<file path="src/rtl/ep_test_engine.sv">
module ep_test_engine #(
  parameter int MSI_MAX  = 32,
  parameter int MSIX_MAX = 2048,
  parameter int NUM_W    = 12
) (
  input  logic             clk,
  input  logic             rst_n,
  input  logic             reg_we,
  input  logic [3:0]       reg_addr,
  input  logic [31:0]      reg_wdata,
  output logic [31:0]      reg_rdata,
  output logic             mem_req,
  output logic             mem_we,
  output logic [31:0]      mem_addr,
  output logic [31:0]      mem_wdata,
  input  logic             mem_ack,
  input  logic [31:0]      mem_rdata,
  output logic             irq_pulse,
  output logic [1:0]       irq_kind,
  output logic [NUM_W-1:0] irq_num
);

  typedef enum logic [2:0] {S_IDLE, S_RD, S_WR, S_CR, S_CW, S_FIN} state_t;
  state_t state;

  logic [31:0] pat, src, dst, size, csum, ityp, inum, acc, hold;
  logic [5:0]  cmd;
  logic [8:0]  stat;
  logic [29:0] cnt;
  logic [1:0]  fin_kind;
  logic        fin_typ_ok;

  wire [29:0] nwords  = size[31:2];
  wire        done    = (cnt == nwords);
  wire        bad_src = (src == 32'd0) || (src[1:0] != 2'b00);
  wire        bad_dst = (dst == 32'd0) || (dst[1:0] != 2'b00);
  wire [31:0] off     = {cnt, 2'b00};

  logic num_ok;
  always_comb begin
    case (fin_kind)
      2'd0:    num_ok = (inum == 32'd0);
      2'd1:    num_ok = (inum >= 32'd1) && (inum <= 32'(MSI_MAX));
      2'd2:    num_ok = (inum >= 32'd1) && (inum <= 32'(MSIX_MAX));
      default: num_ok = 1'b0;
    endcase
  end
  wire irq_ok = fin_typ_ok && num_ok;

  assign mem_req   = (state == S_CW) ||
                     (((state == S_RD) || (state == S_WR) || (state == S_CR)) && !done);
  assign mem_we    = (state == S_WR) || (state == S_CW);
  assign mem_addr  = ((state == S_RD) || (state == S_CR)) ? src + off : dst + off;
  assign mem_wdata = (state == S_WR) ? {2'b00, cnt} : hold;

  always_comb begin
    case (reg_addr)
      4'd0:    reg_rdata = pat;
      4'd1:    reg_rdata = {26'd0, cmd};
      4'd2:    reg_rdata = {23'd0, stat};
      4'd3:    reg_rdata = src;
      4'd4:    reg_rdata = dst;
      4'd5:    reg_rdata = size;
      4'd6:    reg_rdata = csum;
      4'd7:    reg_rdata = ityp;
      4'd8:    reg_rdata = inum;
      default: reg_rdata = 32'd0;
    endcase
  end

  always_ff @(posedge clk) begin
    if (!rst_n) begin
      state <= S_IDLE;
      pat <= '0; cmd <= '0; stat <= '0; src <= '0; dst <= '0;
      size <= '0; csum <= '0; ityp <= '0; inum <= '0;
      acc <= '0; hold <= '0; cnt <= '0;
      fin_kind <= '0; fin_typ_ok <= 1'b0;
      irq_pulse <= 1'b0; irq_kind <= '0; irq_num <= '0;
    end else begin
      irq_pulse <= 1'b0;
      if (reg_we) begin
        case (reg_addr)
          4'd0: pat  <= reg_wdata;
          4'd1: if (state == S_IDLE && cmd == 6'd0) cmd <= reg_wdata[5:0];
          4'd3: src  <= reg_wdata;
          4'd4: dst  <= reg_wdata;
          4'd5: size <= reg_wdata;
          4'd6: csum <= reg_wdata;
          4'd7: ityp <= reg_wdata;
          4'd8: inum <= reg_wdata;
          default: ;
        endcase
      end
      case (state)
        S_IDLE: if (cmd != 6'd0) begin
          cmd  <= '0;
          stat <= '0;
          acc  <= '0;
          cnt  <= '0;
          fin_kind   <= ityp[1:0];
          fin_typ_ok <= (ityp < 32'd3);
          if (cmd[5]) begin
            if (bad_src || bad_dst) begin
              stat[5] <= 1'b1; stat[7] <= bad_src; stat[8] <= bad_dst;
              state <= S_FIN;
            end else state <= S_CR;
          end else if (cmd[4]) begin
            if (bad_dst) begin
              stat[3] <= 1'b1; stat[8] <= 1'b1; state <= S_FIN;
            end else state <= S_WR;
          end else if (cmd[3]) begin
            if (bad_src) begin
              stat[1] <= 1'b1; stat[7] <= 1'b1; state <= S_FIN;
            end else state <= S_RD;
          end else begin
            fin_kind   <= cmd[0] ? 2'd0 : (cmd[1] ? 2'd1 : 2'd2);
            fin_typ_ok <= 1'b1;
            state <= S_FIN;
          end
        end
        S_RD: if (done) begin
          stat[0] <= (acc == csum);
          stat[1] <= (acc != csum);
          state   <= S_FIN;
        end else if (mem_ack) begin
          acc <= acc + mem_rdata;
          cnt <= cnt + 30'd1;
        end
        S_WR: if (done) begin
          csum    <= acc;
          stat[2] <= 1'b1;
          state   <= S_FIN;
        end else if (mem_ack) begin
          acc <= acc + {2'b00, cnt};
          cnt <= cnt + 30'd1;
        end
        S_CR: if (done) begin
          stat[4] <= 1'b1;
          state   <= S_FIN;
        end else if (mem_ack) begin
          hold  <= mem_rdata;
          state <= S_CW;
        end
        S_CW: if (mem_ack) begin
          cnt   <= cnt + 30'd1;
          state <= S_CR;
        end
        S_FIN: begin
          if (irq_ok) begin
            irq_pulse <= 1'b1;
            irq_kind  <= fin_kind;
            irq_num   <= inum[NUM_W-1:0];
            stat[6]   <= 1'b1;
          end
          state <= S_FIN == state ? S_IDLE : state;
        end
        default: state <= S_IDLE;
      endcase
    end
  end

  a_r10_irq_one_cycle: assert property (@(posedge clk) disable iff (!rst_n)
    irq_pulse |=> !irq_pulse);

  a_r9_irq_number_legal: assert property (@(posedge clk) disable iff (!rst_n)
    irq_pulse |-> ((irq_kind == 2'd0 && irq_num == '0) ||
                   (irq_kind == 2'd1 && irq_num >= NUM_W'(1) && irq_num <= NUM_W'(MSI_MAX)) ||
                   (irq_kind == 2'd2 && irq_num >= NUM_W'(1) && irq_num <= NUM_W'(MSIX_MAX))));

  a_r8_irq_sets_status: assert property (@(posedge clk) disable iff (!rst_n)
    irq_pulse |-> stat[6]);

  a_r11_req_held: assert property (@(posedge clk) disable iff (!rst_n)
    (mem_req && !mem_ack) |=> (mem_req && $stable(mem_addr) && $stable(mem_we) && $stable(mem_wdata)));

  a_r6_bad_addr_no_access: assert property (@(posedge clk) disable iff (!rst_n)
    (stat[7] || stat[8]) |-> !mem_req);

  a_r3_result_exclusive: assert property (@(posedge clk) disable iff (!rst_n)
    !(stat[0] && stat[1]) && !(stat[2] && stat[3]) && !(stat[4] && stat[5]));

  a_r2_cmd_clear_on_take: assert property (@(posedge clk) disable iff (!rst_n)
    (state == S_IDLE && cmd != 6'd0) |=> (state != S_IDLE && cmd == 6'd0));

endmodule

</file>
<file path="config.mk">
export PLATFORM = sky130hd
export DESIGN_NAME = ep_test_engine
export DESIGN_NICKNAME = d
export VERILOG_FILES = /design/src/rtl/ep_test_engine.sv
export SDC_FILE = /design/constraint.sdc
export NUM_CORES = 1
export LEC_CHECK = 0
export BUFFER_PORTS_ARGS = -buffer_cell sky130_fd_sc_hd__buf_2
export CAP_MARGIN = 20
export CORE_MARGIN = 2
export CORE_UTILIZATION = 30
export DETAILED_ROUTE_END_ITERATION = 10
export GPL_ROUTABILITY_DRIVEN = 1
export SLEW_MARGIN = 20
export SYNTH_ARGS = -nofsm -noshare
export SYNTH_HDL_FRONTEND = slang
export SYNTH_SLANG_ARGS = --single-unit
</file>
<file path="constraint.sdc">
create_clock -name clk -period 7.2 [get_ports clk]
set_input_delay 0.72 -clock clk [delete_from_list [all_inputs] [get_ports clk]]
set_output_delay 0.72 -clock clk [all_outputs]
set_load 0.01 [all_outputs]
</file>
==> impl_metrics.xml <==
<?xml version="1.0" encoding="UTF-8"?>
<metrics>
  <group name="final_layout">
    <metric name="layout-drive-gt1-share" unit="%">13.4</metric>
    <metric name="layout.cells.most_common" unit="">nand2_1</metric>
    <metric name="syn_to_final_growth" unit="%">15.1</metric>
    <metric name="layout_common_cells" unit="">nand2_1, dfxtp_1, buf_2</metric>
    <metric name="fin_util" unit="%">35.0</metric>
    <metric name="final-instance-count-excl-fill" unit="">3600</metric>
    <metric name="nNetsFinal" unit="">2831</metric>
    <metric name="final.fill_count" unit="">7100</metric>
  </group>
  <group name="synth">
    <metric name="avgSynthCellArea" unit="µm²">7.88</metric>
    <metric name="ys_types" unit="">74</metric>
    <metric name="synth.yosys.seq_area_share" unit="%">34.5</metric>
    <metric name="synth.net_count" unit="">2746</metric>
    <metric name="netlist.top_cell.by_area" unit="">dfxtp_1</metric>
    <metric name="yosysWarnings" unit="">0</metric>
    <metric name="number_of_storage_elements_in_the_synthesis_netlist" unit="">354</metric>
    <metric name="synth_enable_flop_cells" unit="">0</metric>
    <metric name="synthCells" unit="">2608</metric>
    <metric name="synth-async-reset-ratio" unit="%">0</metric>
    <metric name="synth.area.top_cells" unit="">dfxtp_1, nand2_1, a21boi_0, ha_1, mux2i_1</metric>
    <metric name="synth_top_cell_area_share" unit="%">34.5</metric>
    <metric name="synth_area" unit="mm²">0.0205</metric>
    <metric name="synthFlopType" unit="">dfxtp_1</metric>
  </group>
  <group name="timing">
    <metric name="fin_worst_skew" unit="ps">32.3</metric>
    <metric name="timing.hold.ws" unit="ps">418</metric>
    <metric name="report.final.hold_viol_count" unit="">0</metric>
    <metric name="layout_min_cycle_time" unit="ps">6040</metric>
    <metric name="setup_viol_count_final" unit="">0</metric>
    <metric name="final_min_period_over_clock_period" unit="%">83.9</metric>
    <metric name="grt_setup_unrepaired" unit="">no</metric>
    <metric name="maxClockFrequency" unit="GHz">0.166</metric>
    <metric name="fin_setup_tns" unit="ps">0</metric>
    <metric name="slew_headroom" unit="%">24.9</metric>
    <metric name="slew_violations" unit="">0</metric>
    <metric name="worst-slew-pin-transition" unit="ps">1120</metric>
  </group>
  <group name="global_route">
    <metric name="grtUsageTotal" unit="%">21.9</metric>
    <metric name="largest_net_degree_at_the_start_of_global_routing" unit="">242</metric>
    <metric name="antenna_found_initial" unit="">0</metric>
    <metric name="grt_pass1_vias" unit="">18200</metric>
    <metric name="grt_pass1_wl" unit="µm">117000</metric>
    <metric name="globalRoute.totalOverflow" unit="">0</metric>
  </group>
  <group name="detailed_routing">
    <metric name="dr_total_vias" unit="">19500</metric>
    <metric name="drt-wirelength-per-cell" unit="µm">22.0</metric>
    <metric name="first_pass_iteration_count_of_the_detailed_router" unit="">6</metric>
    <metric name="drc_errors_left" unit="">0</metric>
    <metric name="ant_nets" unit="">0</metric>
    <metric name="drt-initial-drc-count" unit="">2278</metric>
    <metric name="via_per_inst" unit="">5.42</metric>
    <metric name="wl" unit="µm">79400</metric>
  </group>
  <group name="floorplanning">
    <metric name="coreArea" unit="mm²">0.0675</metric>
    <metric name="chipWidth" unit="µm">266</metric>
    <metric name="row_count" unit="">95</metric>
    <metric name="start_util" unit="%">30.4</metric>
    <metric name="design.die.area" unit="mm²">0.0706</metric>
    <metric name="die_height" unit="µm">266</metric>
    <metric name="boundaryPins" unit="">185</metric>
  </group>
  <group name="placement">
    <metric name="post_place_cells" unit="">3523</metric>
    <metric name="finalWeightedCongestion" unit="">0.901</metric>
    <metric name="port_buffers" unit="">184</metric>
    <metric name="post-dp-hpwl" unit="µm">58700</metric>
  </group>
  <group name="clock_tree">
    <metric name="cts.sink_count" unit="">354</metric>
    <metric name="cts-resized-gates" unit="">0</metric>
    <metric name="clock_pin_slew_reported_for_the_worst_setup_and_hold_paths_after_clock_tree_synthesis" unit="ps">60</metric>
    <metric name="cts_inserted_buffers" unit="">41</metric>
    <metric name="cts_tree" unit="">done</metric>
    <metric name="cts-root-buf" unit="">clkbuf_16</metric>
    <metric name="cts_buffer_depth" unit="">3</metric>
    <metric name="cts_hold_buffers" unit="">0</metric>
    <metric name="postCtsSetupBuffers" unit="">0</metric>
    <metric name="clock_tree.htree_level_count" unit="">2</metric>
    <metric name="clkLatencyLatePin" unit="ps">590</metric>
  </group>
  <group name="worst_setup_path">
    <metric name="r2r_slack" unit="ps">2490</metric>
    <metric name="worst_path_max_fanout" unit="">24</metric>
    <metric name="worst_setup_path_end_kind" unit="">primary output</metric>
    <metric name="critPathArrivalTime" unit="ps">5320</metric>
    <metric name="r2r-start" unit="">state[1]$_SDFFE_PN0P_</metric>
    <metric name="crit_path_end" unit="">mem_addr[31]</metric>
    <metric name="critical_path_class" unit="">reg2out</metric>
    <metric name="r2r.worst_path.cells" unit="">15</metric>
    <metric name="worstSetupStartpoint" unit="">state[2]$_SDFFE_PN0P_</metric>
    <metric name="cp.required" unit="ps">6480</metric>
    <metric name="rr_endpoint" unit="">acc[17]$_SDFFE_PN0P_</metric>
    <metric name="startpoint_type" unit="">register</metric>
  </group>
  <group name="status">
    <metric name="result_of_the_run" unit="">complete, no violations</metric>
  </group>
  <group name="power_and_ir_drop">
    <metric name="ir_drop" unit="mV">0.221</metric>
    <metric name="cellLeakagePower" unit="nW">10.2</metric>
    <metric name="post-layout-total-power" unit="mW">5.78</metric>
    <metric name="power-per-cell-area" unit="mW/mm²">244</metric>
  </group>
  <group name="min_path">
    <metric name="worstHoldPathType" unit="">in2reg</metric>
  </group>
  <group name="job">
    <metric name="maxCapViolations" unit="">0</metric>
  </group>
</metrics>
## area by class of cell
cell class | instances | area [µm²] | area share [%]
Clock inverter | 10 | 159 | 0.672
Antenna cell | 1 | 2.50 | 0.0106
Clock buffer | 66 | 1310 | 5.54
Inverter | 21 | 78.8 | 0.333
Timing Repair Buffer | 216 | 1180 | 5.00
Tap cell | 873 | 1090 | 4.62
Sequential cell | 354 | 7090 | 30.0
Multi-Input combinational cell | 2059 | 12700 | 53.9
## worst min path at each step
stage	startpoint	to	cells after the start
after detailed placement	stat[6]$_SDFFE_PN0P_	stat[6]$_SDFFE_PN0P_	2
after global placement	stat[2]$_SDFFE_PN0P_	stat[2]$_SDFFE_PN0P_	2
after global routing	mem_rdata[19]	hold[19]$_SDFFE_PN0P_	3
after floorplan	stat[6]$_SDFFE_PN0P_	stat[6]$_SDFFE_PN0P_	2
final	mem_rdata[22]	hold[22]$_SDFFE_PN0P_	3
after CTS	mem_rdata[22]	hold[22]$_SDFFE_PN0P_	3
## cell families after synthesis
family | Yosys count | synth area share (%)
mux | 121 | 6.19
simple gates | 1134 | 24.8
flops | 354 | 34.5
buf+inv | 195 | 3.73
compound gates | 607 | 21.1
fa+ha+maj | 67 | 4.15
xor+xnor | 130 | 5.54
## registers in the layout, summed over array words and instances (netlist names)
name and cells:
csum 32, state 3, irq_num 12, fin_typ_ok 1
stat 9, fin_kind 2, cmd 6, cnt 30
inum 32, src 32, dst 32, acc 32
ityp 32, pat 32, hold 32, irq_kind 2
size 32, irq_pulse 1
## synth_stat cells, types with 6 or more instances
cell type / number
nand3_1: 99
a21boi_1: 65
clkbuf_1: 153
xor2_1: 67
mux2_2: 49
buf_2: 9
o21a_1: 12
dfxtp_1: 354
nor4_1: 43
a22o_1: 11
nand2_1: 640
a222oi_1: 15
buf_1: 6
a211oi_1: 6
mux2i_1: 72
o21ai_1: 18
xnor2_1: 63
a21boi_0: 138
nand4_1: 25
and3_1: 20
nand2b_1: 21
nor3_1: 37
and2_1: 11
or4_1: 7
o211a_1: 33
nor2b_1: 80
o22ai_1: 14
ha_1: 64
o21ai_0: 61
inv_1: 21
a221oi_1: 10
buf_4: 6
or3_1: 10
o21bai_1: 6
a22oi_1: 41
nor2_1: 110
a21o_1: 25
nand3b_1: 6
a21oi_1: 105
a31oi_1: 8
## critical path, stage by stage (launching register included)
cell      delay [ps]
dfxtp_1          670
nand2b_1         490
buf_4            420
mux2_2           390
ha_1             340
a21o_1           220
a31oi_1          230
a21oi_1          150
or3_4            370
a41o_4           310
a211oi_4         240
nor3_1           100
a2111o_1         410
a21oi_2          150
xnor2_1          110
buf_2            140
## through the flow
stage	instance area (µm²)	setup WS (ps)
after floorplan	20500	2540
after global placement	22200	1880
after detailed placement	22200	1800
after CTS	23600	1180
after global routing	23600	893
final	23600	1160
## power by group
group / switching (mW) / internal [mW] / total [mW]
clock network: 0.923 / 1.36 / 2.28
registers: 0.142 / 2.04 / 2.18
logic: 0.869 / 0.446 / 1.32
total: 1.93 / 3.84 / 5.78
## layer usage
layer  wire length (µm)  share of wire, %  GRT usage, %
met5                  0                 0             0
met4               2900               3.6          8.14
met3               6960               8.8          4.24
met2              35100                44          34.1
met1              34400                43          29.9
Power figures use the tool's default switching activity.
